File: config.mk
export PLATFORM = sky130hd
export DESIGN_NAME = eep_cmd_engine
export DESIGN_NICKNAME = d
export VERILOG_FILES = /design/src/rtl/eep_cmd_pkg.sv /design/src/rtl/eep_sync.sv /design/src/rtl/eep_edge.sv /design/src/rtl/eep_read_ptr.sv /design/src/rtl/eep_cmd_engine.sv
export SDC_FILE = /design/constraint.sdc
export NUM_CORES = 1
export LEC_CHECK = 0
export ABC_AREA = 1
export CAP_MARGIN = 20
export CORE_MARGIN = 1.5
export CORE_UTILIZATION = 50
export DETAILED_ROUTE_END_ITERATION = 10
export HOLD_SLACK_MARGIN = 0.05
export PLACE_DENSITY = 0.73
export SLEW_MARGIN = 10
export SYNTH_ARGS = -nofsm -noshare
export SYNTH_HDL_FRONTEND = slang
export SYNTH_SLANG_ARGS = --single-unit
File: constraint.sdc
create_clock -name clk -period 5.3 [get_ports clk]
set_clock_uncertainty 0.15 [all_clocks]
set_input_delay 1.06 -clock clk [delete_from_list [all_inputs] [get_ports clk]]
set_output_delay 1.06 -clock clk [all_outputs]
set_load 0.01 [all_outputs]
File: src/rtl/eep_cmd_pkg.sv
package eep_cmd_pkg;

  localparam int OP_W = 8;

  localparam logic [OP_W-1:0] OPC_READ  = 8'b1010_1000;
  localparam logic [OP_W-1:0] OPC_WRITE = 8'b1010_0100;
  localparam logic [OP_W-1:0] OPC_WREN  = 8'b1010_0011;
  localparam logic [OP_W-1:0] OPC_WRDS  = 8'b1010_0000;

  typedef enum logic [1:0] {
    PCMD_NONE  = 2'b00,
    PCMD_WRITE = 2'b01,
    PCMD_WREN  = 2'b10,
    PCMD_WRDS  = 2'b11
  } pcmd_e;

  typedef enum logic [2:0] {
    ST_IDLE,
    ST_STAT,
    ST_RX,
    ST_READ,
    ST_HOLD
  } eng_st_e;

  function automatic pcmd_e prog_decode(input logic [OP_W-1:0] op);
    pcmd_e r;
    case (op)
      OPC_WRITE: r = PCMD_WRITE;
      OPC_WREN:  r = PCMD_WREN;
      OPC_WRDS:  r = PCMD_WRDS;
      default:   r = PCMD_NONE;
    endcase
    return r;
  endfunction

  function automatic logic op_known(input logic [OP_W-1:0] op);
    return (op == OPC_READ) || (prog_decode(op) != PCMD_NONE);
  endfunction

endpackage

File: src/rtl/eep_sync.sv
module eep_sync #(
  parameter int               WIDTH   = 3,
  parameter logic [WIDTH-1:0] RST_VAL = '0
) (
  input  logic             clk,
  input  logic             rst_n,
  input  logic [WIDTH-1:0] d_i,
  output logic [WIDTH-1:0] q_o
);

  for (genvar g = 0; g < WIDTH; g++) begin : g_bit
    logic [1:0] stg_q;

    always_ff @(posedge clk or negedge rst_n) begin
      if (!rst_n) begin
        stg_q <= {2{RST_VAL[g]}};
      end else begin
        stg_q <= {stg_q[0], d_i[g]};
      end
    end

    assign q_o[g] = stg_q[1];
  end

endmodule

File: src/rtl/eep_edge.sv
module eep_edge #(
  parameter int               WIDTH   = 2,
  parameter logic [WIDTH-1:0] RST_VAL = '0
) (
  input  logic             clk,
  input  logic             rst_n,
  input  logic [WIDTH-1:0] d_i,
  output logic [WIDTH-1:0] rise_o,
  output logic [WIDTH-1:0] fall_o
);

  logic [WIDTH-1:0] prev_q;

  always_ff @(posedge clk or negedge rst_n) begin
    if (!rst_n) begin
      prev_q <= RST_VAL;
    end else begin
      prev_q <= d_i;
    end
  end

  assign rise_o = d_i & ~prev_q;
  assign fall_o = ~d_i & prev_q;

endmodule

File: src/rtl/eep_read_ptr.sv
module eep_read_ptr #(
  parameter int ADDR_W = 7,
  parameter int DATA_W = 16
) (
  input  logic              clk,
  input  logic              rst_n,
  input  logic              load_i,
  input  logic [ADDR_W-1:0] load_addr_i,
  input  logic              step_i,
  input  logic [DATA_W-1:0] rdata_i,
  output logic [ADDR_W-1:0] addr_o,
  output logic              bit_o
);

  localparam int BCNT_W = (DATA_W > 1) ? $clog2(DATA_W) : 1;
  localparam logic [BCNT_W-1:0] BIT_LAST = BCNT_W'(DATA_W - 1);

  logic [ADDR_W-1:0] addr_q, addr_n;
  logic [BCNT_W-1:0] bcnt_q, bcnt_n;
  logic              upd_en;

  always_comb begin
    addr_n = addr_q;
    bcnt_n = bcnt_q;
    upd_en = 1'b0;
    if (load_i) begin
      upd_en = 1'b1;
      addr_n = load_addr_i;
      bcnt_n = '0;
    end else if (step_i) begin
      upd_en = 1'b1;
      if (bcnt_q == BIT_LAST) begin
        bcnt_n = '0;
        addr_n = addr_q + ADDR_W'(1);
      end else begin
        bcnt_n = bcnt_q + BCNT_W'(1);
      end
    end
  end

  always_ff @(posedge clk or negedge rst_n) begin
    if (!rst_n) begin
      addr_q <= '0;
      bcnt_q <= '0;
    end else if (upd_en) begin
      addr_q <= addr_n;
      bcnt_q <= bcnt_n;
    end
  end

  assign addr_o = addr_q;
  assign bit_o  = rdata_i[BIT_LAST - bcnt_q];

endmodule

File: src/rtl/eep_cmd_engine.sv
module eep_cmd_engine
  import eep_cmd_pkg::*;
#(
  parameter int ADDR_W = 7,
  parameter int AF_W   = 8,
  parameter int DATA_W = 16
) (
  input  logic              clk,
  input  logic              rst_n,
  input  logic              cs_n_i,
  input  logic              sk_i,
  input  logic              di_i,
  input  logic              busy_i,
  input  logic [DATA_W-1:0] mem_rdata_i,
  output logic              do_o,
  output logic              do_oe_o,
  output logic [ADDR_W-1:0] mem_addr_o,
  output logic              prog_req_o,
  output logic [1:0]        prog_cmd_o,
  output logic [ADDR_W-1:0] prog_addr_o,
  output logic [DATA_W-1:0] prog_wdata_o
);

  localparam int FRAME_W = OP_W + AF_W + DATA_W;
  localparam int SR_W    = FRAME_W - 1;
  localparam int CNT_W   = $clog2(FRAME_W + 1);
  localparam logic [CNT_W-1:0] CNT_OP    = CNT_W'(OP_W);
  localparam logic [CNT_W-1:0] CNT_HDR   = CNT_W'(OP_W + AF_W);
  localparam logic [CNT_W-1:0] CNT_FRAME = CNT_W'(FRAME_W);

  // synchronized pins and edges
  logic [2:0] sync_bus;
  logic       cs_s, sk_s, di_s;
  logic       cs_rise, sk_rise, cs_fall, sk_fall;

  eep_sync #(.WIDTH(3), .RST_VAL(3'b100)) u_sync (
    .clk   (clk),
    .rst_n (rst_n),
    .d_i   ({cs_n_i, sk_i, di_i}),
    .q_o   (sync_bus)
  );

  assign {cs_s, sk_s, di_s} = sync_bus;

  eep_edge #(.WIDTH(2), .RST_VAL(2'b10)) u_edge (
    .clk    (clk),
    .rst_n  (rst_n),
    .d_i    ({cs_s, sk_s}),
    .rise_o ({cs_rise, sk_rise}),
    .fall_o ({cs_fall, sk_fall})
  );

  // read address and bit pointer
  logic              rd_load, rd_step, rd_bit;
  logic [ADDR_W-1:0] rd_load_addr;

  eep_read_ptr #(.ADDR_W(ADDR_W), .DATA_W(DATA_W)) u_rptr (
    .clk         (clk),
    .rst_n       (rst_n),
    .load_i      (rd_load),
    .load_addr_i (rd_load_addr),
    .step_i      (rd_step),
    .rdata_i     (mem_rdata_i),
    .addr_o      (mem_addr_o),
    .bit_o       (rd_bit)
  );

  // engine state
  eng_st_e           st_q, st_n;
  logic [CNT_W-1:0]  cnt_q, cnt_n, cnt_inc;
  logic [SR_W-1:0]   sr_q, sr_n;
  logic [FRAME_W-1:0] frame_w;
  logic              oe_q, oe_n;
  logic              do_q, do_n;
  logic              req_q, req_n;
  pcmd_e             cmd_q, cmd_n;
  logic [ADDR_W-1:0] paddr_q, paddr_n;
  logic [DATA_W-1:0] pdata_q, pdata_n;

  assign frame_w      = {sr_q, di_s};
  assign cnt_inc      = cnt_q + CNT_W'(1);
  assign rd_load_addr = frame_w[AF_W-1 -: ADDR_W];

  always_comb begin
    st_n    = st_q;
    cnt_n   = cnt_q;
    sr_n    = sr_q;
    oe_n    = oe_q;
    do_n    = do_q;
    req_n   = 1'b0;
    cmd_n   = cmd_q;
    paddr_n = paddr_q;
    pdata_n = pdata_q;
    rd_load = 1'b0;
    rd_step = 1'b0;

    if (cs_rise) begin
      st_n = ST_IDLE;
      oe_n = 1'b0;
      do_n = 1'b0;
    end else begin
      unique case (st_q)
        ST_IDLE: begin
          if (cs_fall) begin
            if (!sk_s) begin
              st_n = ST_STAT;
              oe_n = 1'b1;
              do_n = !busy_i;
            end else if (busy_i) begin
              st_n = ST_HOLD;
            end else begin
              st_n  = ST_RX;
              cnt_n = '0;
            end
          end
        end
        ST_STAT: begin
          do_n = !busy_i;
          if (sk_rise && di_s) begin
            oe_n = 1'b0;
            do_n = 1'b0;
            if (busy_i) begin
              st_n = ST_HOLD;
            end else begin
              st_n  = ST_RX;
              cnt_n = CNT_W'(1);
              sr_n  = SR_W'(1);
            end
          end
        end
        ST_RX: begin
          if (sk_rise) begin
            sr_n  = frame_w[SR_W-1:0];
            cnt_n = cnt_inc;
            if ((cnt_inc == CNT_OP) && !op_known(frame_w[OP_W-1:0])) begin
              st_n = ST_HOLD;
            end else if ((cnt_inc == CNT_HDR) &&
                         (frame_w[AF_W+OP_W-1 -: OP_W] == OPC_READ)) begin
              st_n    = ST_READ;
              rd_load = 1'b1;
            end else if (cnt_inc == CNT_FRAME) begin
              st_n    = ST_HOLD;
              req_n   = 1'b1;
              cmd_n   = prog_decode(frame_w[FRAME_W-1 -: OP_W]);
              paddr_n = frame_w[DATA_W+AF_W-1 -: ADDR_W];
              pdata_n = frame_w[DATA_W-1:0];
            end
          end
        end
        ST_READ: begin
          if (sk_fall) begin
            rd_step = 1'b1;
            oe_n    = 1'b1;
            do_n    = rd_bit;
          end
        end
        ST_HOLD: begin
          oe_n = 1'b0;
        end
        default: begin
          st_n = ST_IDLE;
          oe_n = 1'b0;
        end
      endcase
    end
  end

  always_ff @(posedge clk or negedge rst_n) begin
    if (!rst_n) begin
      st_q  <= ST_IDLE;
      cnt_q <= '0;
      sr_q  <= '0;
      oe_q  <= 1'b0;
      do_q  <= 1'b0;
      req_q <= 1'b0;
    end else begin
      st_q  <= st_n;
      cnt_q <= cnt_n;
      sr_q  <= sr_n;
      oe_q  <= oe_n;
      do_q  <= do_n;
      req_q <= req_n;
    end
  end

  always_ff @(posedge clk or negedge rst_n) begin
    if (!rst_n) begin
      cmd_q   <= PCMD_NONE;
      paddr_q <= '0;
      pdata_q <= '0;
    end else if (req_n) begin
      cmd_q   <= cmd_n;
      paddr_q <= paddr_n;
      pdata_q <= pdata_n;
    end
  end

  assign do_o         = do_q;
  assign do_oe_o      = oe_q;
  assign prog_req_o   = req_q;
  assign prog_cmd_o   = cmd_q;
  assign prog_addr_o  = paddr_q;
  assign prog_wdata_o = pdata_q;

endmodule

==> reports/results.ini, run 1 <==
[status]
status=completed

[critical_path]
timing.reg2reg.setup_slack_ps=2460
crit_required_ps=5400
end_kind=flip-flop
cp.arrival_ps=2940
cp_max_fo=50
worstSetupStartpointType=flip-flop
crit_type=reg2reg

[layout]
num_antenna_cells=0
final_layout_size_suffix_gt1_share_pct=9.35
area_delta_synth_final_pct=18.1
nNetsFinal=609
post-route-util_pct=61.6

[sta]
slew_headroom_pct=40.2
rsz0062_at_grt=false
fin_ws_ps=2460
tns_ps=0
post-route-period-util_pct=53.5
clock.fmax_mhz=352
tightest_slew_ps=896
fin_crit_ps=2840
setup_viol=0
finalHoldViolCount=0
slew_viol_final=0
whs_ps=205

[synthesis]
synthMuxAreaShare_pct=0
synth_nets=558
ys.flop_type=dfrtp_1
synthDistinctLibCells=30
syn_area_per_cell_sq_um=8.12
ys_ff_latch=87
synth_cells=533
ys_async_sr_fraction_pct=100
yosys.area_share.adder_pct=0.867
synth-xor-area-share_pct=1.42
synth_compound_area_share_pct=12.5
synth-simple-area-share_pct=25.8
synth_edf_count=0
synth_top_family_by_area=simple AND/OR/NAND/NOR gates
seq_area_frac_synth_pct=50.4
yosys_warnings=0
synth_area_sq_um=4330

[run]
maxCapViolations=0

[power]
p_int_uw=1040
leakagePower_uw=0.00236
p_comb_share_pct=28.6
pwr-share-seq_pct=46.5
p_sw_share_pct=37.4
ir_drop_uv=168
p_per_area_nw_per_um2=326
p_switching_uw=623
pwr-share-clk_pct=24.8

[routing]
drc=0
vias_per_cell=5.10
wl_per_cell_um=12.3
drt_iter0_drc=212
ant_nets=0
drt_wl_total_um=8530
drt_first_pass_iters=4
vias=3534

[clocking]
root_buffer=clkbuf_8
cts.repair.resized=0
clock_latency_ps=360
post_cts_buffers=0
cts_buffers=9
max-clock-path-buffers=2
clk_pin_slew_worst_paths_ps=80
htreeDepth=3
cts.sinks=87
cts_tree=yes
hold_buffers=0

[hold_path]
hp-class=reg2reg

[placement]
routabilityCongestion=0.826
dp_hpwl_um=5860
portBuffers=56
dp_slack_ps=2260

[global_routing]
grt_pass1_wl_um=14700
antenna_found_initial=0
grt_busiest_layer=met2
grt_pass1_vias=3233
grt_usage_pct=20.5
grt_max_degree=88
use_met3_pct=3.24
use_met2_pct=33.0
gr-usage-met1_pct=27.4
overflow=0

[die]
die_h_um=96.0
fp-row-count=33
die-area_sq_um=9220
start_util_pct=52.1
die_width_um=96.0
core_area_sq_um=8300
io_pins=57

==> sequential cells by signal, indices dropped and copies added, names as in the netlist, 2 cells and up <==
| register | count |
|---|---|
| cnt_q | 6 |
| prog_addr_o | 7 |
| prog_cmd_o | 2 |
| prog_wdata_o | 16 |
| sr_q | 31 |
| st_q | 3 |
| u_edge.prev_q | 2 |
| u_rptr.addr_o | 7 |
| u_rptr.bcnt_q | 4 |
| u_sync.g_bit.stg_q | 6 |
==> final timing paths <==
path,endpoint,start,cells past startpoint
worst max-delay path,prog_cmd_o[0]$_DFFE_PN0P_,st_q[0]$_DFFE_PN0P_,6
worst min-delay path,u_sync.g_bit[0].stg_q[1]$_DFF_PN0_,u_sync.g_bit[0].stg_q[0]$_DFF_PN0_,0
worst max register to register,prog_cmd_o[0]$_DFFE_PN0P_,st_q[0]$_DFFE_PN0P_,6
worst min register to register,u_sync.g_bit[0].stg_q[1]$_DFF_PN0_,u_sync.g_bit[0].stg_q[0]$_DFF_PN0_,0
max in group asynchronous,cnt_q[5]$_DFFE_PN0P_,rst_n,2
min in group asynchronous,u_rptr.addr_o[4]$_DFFE_PN0P_,rst_n,1
==> through the flow <==
stage / power, uW / std cells / area, sq um
finish: 1670 / 693 / 5110
global route: 1780 / 693 / 5110
CTS: 1680 / 692 / 5080
detailed placement: 1260 / 677 / 4910
global placement: 1250 / 677 / 4910
floorplan: 1180 / 533 / 4330
==> cell type report <==
cell class              instances  area [sq um]
fillers                       765          3190
repair buffers                 59           601
clock buffers                  10           138
multi-input cells             357          1760
clock inverters                 5          33.8
flip-flops and latches         87          2180
inverters                      70           263
well taps                     105           131
==> per-layer routing <==
metal / wire length (um) / up-vias
li1: - / 1809
met1: 4070 / 1652
met2: 4030 / 61
met3: 289 / 12
met4: 144 / 0
met5: 0 / -
==> synthesized netlist by cell type (2+ instances only) <==
| cell | number | share of area, % |
|---|---|---|
| nand3_1 | 68 | 7.9 |
| ha_1 | 3 | 0.87 |
| dfstp_2 | 3 | 1.8 |
| nor2_2 | 2 | 0.29 |
| buf_6 | 6 | 1.6 |
| nand4_1 | 6 | 0.87 |
| dfrtp_1 | 84 | 49 |
| nor2_1 | 39 | 3.4 |
| o21ai_0 | 30 | 3.5 |
| buf_2 | 9 | 1.0 |
| inv_1 | 66 | 5.7 |
| o21ai_1 | 25 | 2.9 |
| nand2_1 | 139 | 12 |
| o21bai_1 | 2 | 0.35 |
| clkbuf_1 | 3 | 0.26 |
| a21oi_1 | 7 | 0.81 |
| inv_2 | 4 | 0.35 |
| xor2_1 | 6 | 1.2 |
| o21ai_2 | 20 | 4.0 |
==> layout by cell type (no fill, tap or decap), drive strengths merged, types with 2 or more instances in the layout <==
cell type	netlist	routed
clkinvlp	0	2
a21oi	7	7
o21ai	76	76
clkinv	0	2
nand3	68	68
ha	3	3
dfrtp	84	84
nor2	41	41
nand4	6	6
o21bai	2	2
xor2	6	6
nand2	141	141
dfstp	3	3
nor3	2	2
buf	16	4
inv	70	71
clkbuf	3	10
clkdlybuf4s50	0	55
==> power by group through the flow <==
stage | Clock [uW] | Sequential [uW] | Combinational (uW)
after floorplan | 0 | 769 | 412
after global placement | 0 | 785 | 469
after detailed placement | 0 | 788 | 475
after CTS | 426 | 775 | 477
after global routing | 451 | 785 | 546
final | 414 | 776 | 477
==> worst max-delay path, stage by stage, from the launching register on <==
cell and delay [ps]:
dfrtp_1 480, nor3_4 210, buf_4 380, nand2_1 130
nor2_1 210, nand3_2 710, o21ai_0 430
==> kinds of logic after synthesis <==
| logic type | count (synthesis) |
|---|---|
| and+or+nand+nor | 259 |
| AOI/OAI and AO/OA | 88 |
| buffers and inverters | 89 |
| adders and majority gates | 3 |
| DFF | 87 |
| xor gates and xnor gates | 7 |
(Power assumes the default switching activity.)
==> inputs of run 2 (changes only) <==
clock period = 2.89 ns   (was 5.3 ns; I/O delays follow)
==> reports/results.ini, run 2 (synthesis gave the netlist of run 1 again) <==
[die]
die-area_sq_um=9220
die_h_um=96.0
die_width_um=96.0
start_util_pct=52.1
fp-row-count=33
io_pins=57
core_area_sq_um=8300

[status]
status=completed

[clocking]
cts.sinks=87
clock_latency_ps=350
clk_pin_slew_worst_paths_ps=80
htreeDepth=3
root_buffer=clkbuf_8
cts_tree=yes
cts_buffers=9
max-clock-path-buffers=2

[layout]
post-route-util_pct=62.2
final_cell_mix=139 x nand2_1, 84 x dfrtp_1, 67 x nand3_1
largest_register_ffs=31
final_area_sq_um=5170
area_delta_synth_final_pct=19.4
nNetsFinal=613
num_antenna_cells=0
top_register=sr_q
final_layout_size_suffix_gt1_share_pct=9.46
mostFrequentLayoutCell=nand2_1

[critical_path]
crit_type=reg2reg
reg2reg_depth=8
worstSetupStartpointType=flip-flop
timing.reg2reg.setup_slack_ps=660
cp_max_fo=38
r2r_end=cnt_q[0]$_DFFE_PN0P_
end_kind=flip-flop
cp.arrival_ps=2350
crit_required_ps=3010
timing.rr.start=st_q[1]$_DFFE_PN0P_

[routing]
wl_per_cell_um=12.4
drt_wl_total_um=8650
drc=0
vias=3583
drt_first_pass_iters=5
drt_iter0_drc=213
ant_nets=0
vias_per_cell=5.14

[sta]
rsz0062_at_grt=false
tightest_slew_ps=675
fin_crit_ps=2230
finalHoldViolCount=0
tns_ps=0
setup_viol=0
slew_headroom_pct=54.8
post-route-period-util_pct=77.3
clock.fmax_mhz=448
slew_viol_final=0

[power]
leakagePower_uw=0.00239
p_per_area_nw_per_um2=610
ir_drop_uv=328

[global_routing]
grt_pass1_wl_um=14700
gr-usage-met1_pct=28.0
grt_busiest_layer=met2
grt_pass1_vias=3292
overflow=0
antenna_found_initial=0
use_met2_pct=32.7
grt_max_degree=63
use_met3_pct=3.95
grt_usage_pct=20.5

[hold_path]
holdPathEnd=u_sync.g_bit[1].stg_q[1]$_DFF_PN0_
hold_depth=0
holdCritStartpoint=u_sync.g_bit[1].stg_q[0]$_DFF_PN0_
hp-class=reg2reg

[placement]
portBuffers=56
placed_cell_area_sq_um=4970
routabilityCongestion=0.891
dp_hpwl_um=6060

[run]
maxCapViolations=0

[run 2: worst max path at each step]
stage               slack, ps                          startpoint  cells past startpoint                          end
floorplan                1070  u_sync.g_bit[2].stg_q[1]$_DFF_PN1_                      8   prog_addr_o[5]$_DFFE_PN0P_
global placement          510                              busy_i                      5         cnt_q[0]$_DFFE_PN0P_
detailed placement        430                              busy_i                      5         cnt_q[0]$_DFFE_PN0P_
CTS                       640                cnt_q[0]$_DFFE_PN0P_                     10  prog_wdata_o[7]$_DFFE_PN0P_
global route              400                cnt_q[0]$_DFFE_PN0P_                      9  prog_wdata_o[7]$_DFFE_PN0P_
finish                    660                 st_q[1]$_DFFE_PN0P_                      8         cnt_q[0]$_DFFE_PN0P_
[run 2: critical path: stages, from the launching register on]
cell	delay, ps
dfrtp_1	470
inv_2	110
nor3_4	40
buf_4	260
nand2_1	150
nand2_4	80
nor3b_2	590
o21ai_0	180
o21ai_0	110
[run 2: cell type report]
class	instances	area, sq um
clock inverters	3	43.8
clock buffers	12	145
well taps	105	131
fillers	726	3130
repair buffers	63	638
multi-input cells	357	1760
flip-flops and latches	87	2180
inverters	70	263
[run 2: report_power, final]
part / internal, uW / total [uW] / switching (uW) / leakage [uW]
clock: 420 / 827 / 407 / 0.0000964
combinational: 296 / 901 / 605 / 0.00111
sequential: 1310 / 1420 / 116 / 0.00118
[run 2: per-stage QoR]
step	hold WS, ps	power (uW)	setup slack, ps	instances
final	201	3150	656	697
after global routing	208	3360	403	697
after CTS	205	3170	641	697
after detailed placement	186	2340	434	681
after global placement	183	2330	508	681
after floorplan	132	2170	1070	533
[run 2: repair_timing]
action	CTS	global route
hold buffers	1	0
resized for setup	0	0
buffers inserted	0	0
hold endpoints to repair	33	0
[run 2: per-layer routing]
layer  share of wire, %  wire length [um]  vias up
met2                 46              4010       88
met1                 47              4060     1665
li1                   -                 -     1816
met3                4.9               423       14
met4                1.8               156        0
met5                  0                 0        -
==> inputs of run 3 (changes only) <==
clock period = 2.2 ns   (was 2.89 ns; I/O delays follow)
==> reports/results.ini, run 3 (synthesis gave the netlist of run 1 again) <==
[layout]
final_layout_size_suffix_gt1_share_pct=11.4
largest_register_ffs=31
num_antenna_cells=0
nNetsFinal=618
final_cell_mix=139 x nand2_1, 83 x dfrtp_1, 66 x inv_1, 66 x nand3_1, 55 x clkdlybuf4s50_1
top_register=sr_q
mostFrequentLayoutCell=nand2_1
final_area_sq_um=5260
area_delta_synth_final_pct=21.6

[power]
p_switching_uw=1550
p_sw_share_pct=36.3
p_per_area_nw_per_um2=808
pwr-share-seq_pct=43.9
p_int_uw=2710
pwr-share-clk_pct=26.9
fin_total_pwr_uw=4250
p_comb_share_pct=29.2
leakagePower_uw=0.00242
ir_drop_uv=495

[clocking]
clk_pin_slew_worst_paths_ps=80
max-clock-path-buffers=2
cts.sinks=87
htreeDepth=3
clock_latency_ps=350
root_buffer=clkbuf_8
cts_tree=yes
cts_buffers=9

[sta]
finalHoldViolCount=0
tns_ps=0
fin_ws_ps=190
slew_viol_final=0
clock.fmax_mhz=498
whs_ps=209
rsz0062_at_grt=false
fin_crit_ps=2010
setup_viol=0
post-route-period-util_pct=91.4
slew_headroom_pct=71.8
tightest_slew_ps=423

[critical_path]
cp_max_fo=11
crit_type=reg2reg
startpoint=u_edge.prev_q[1]$_DFF_PN1_
cp.arrival_ps=2080
worstSetupStartpointType=flip-flop
timing.rr.start=u_edge.prev_q[1]$_DFF_PN1_
crit_required_ps=2270
end_kind=flip-flop

[hold_path]
holdCritStartpoint=u_sync.g_bit[2].stg_q[0]$_DFF_PN1_
hp-class=reg2reg

[routing]
vias=3590
drt_iter0_drc=265
wl_per_cell_um=12.7
vias_per_cell=5.11
ant_nets=0
drc=0
drt_first_pass_iters=4
drt_wl_total_um=8930

[placement]
dp_hpwl_um=6270
portBuffers=56
routabilityCongestion=0.855
placed_cell_area_sq_um=5020
dp_slack_ps=87.2

[die]
fp-row-count=33
die-area_sq_um=9220
die_width_um=96.0
die_h_um=96.0
core_area_sq_um=8300
io_pins=57
start_util_pct=52.1

[global_routing]
grt_pass1_wl_um=15200
grt_usage_pct=21.4
antenna_found_initial=0
overflow=0
grt_max_degree=63
grt_pass1_vias=3356

[status]
status=completed

[run]
maxCapViolations=0

## run 3: area by class of cell
class	count	area, sq um
fill	755	3040
sequential	87	2180
multi-input combinational	357	1790
timing repair buffer	68	688
inverter	70	263
clock buffer	10	138
tap	105	131
clock inverter	6	67.6
## run 3: through the flow
stage                     util (%)  std cells
after global routing          63.4        703
final                         63.4        703
after global placement        60.5        686
after floorplan                  -        533
after CTS                     63.0        703
after detailed placement      60.5        686
## run 3: critical path, cell delays in order (launching register included)
cell     delay (ps)
dfstp_2         550
nor2_1           60
inv_1           160
nand2_1         100
nor2_1          250
nand3_2         180
buf_4           210
nand2_1          60
inv_1            50
nand2_1          50
o21ai_0          80
## run 3: worst paths after layout
check | end | slack [ps] | depth (start not counted)
max reg2reg | u_rptr.bcnt_q[0]$_DFFE_PN0P_ | 190 | 10
min | u_sync.g_bit[2].stg_q[1]$_DFF_PN1_ | 210 | 0
min in group asynchronous | u_rptr.addr_o[6]$_DFFE_PN0P_ | 370 | 2
max | u_rptr.bcnt_q[0]$_DFFE_PN0P_ | 190 | 10
min reg2reg | u_sync.g_bit[2].stg_q[1]$_DFF_PN1_ | 210 | 0
max in group asynchronous | prog_cmd_o[0]$_DFFE_PN0P_ | 900 | 3
## run 3: power by group through the flow
stage	Combinational [uW]	Sequential, uW	Clock, uW
final	1240	1870	1140
after global routing	1410	1890	1230
after CTS	1240	1860	1180
after detailed placement	1230	1890	0
after global placement	1210	1880	0
after floorplan	993	1850	0
## run 3: per-layer routing
layer / GRT usage (%) / share of wire, % / vias to the layer above
met4: 9.19 / 1.8 / 0
met3: 3.32 / 4.6 / 14
li1: - / - / 1836
met1: 28.8 / 46 / 1662
met2: 34.4 / 48 / 78
met5: 0 / 0 / -
## run 3: what timing repair did
action                                  4_1_cts  5_1_grt
endpoints found under the setup margin        0       11
hold buffers                                  1        0
buffers inserted                              0        0
hold endpoints to repair                     22        0
gates resized for setup                       0        6
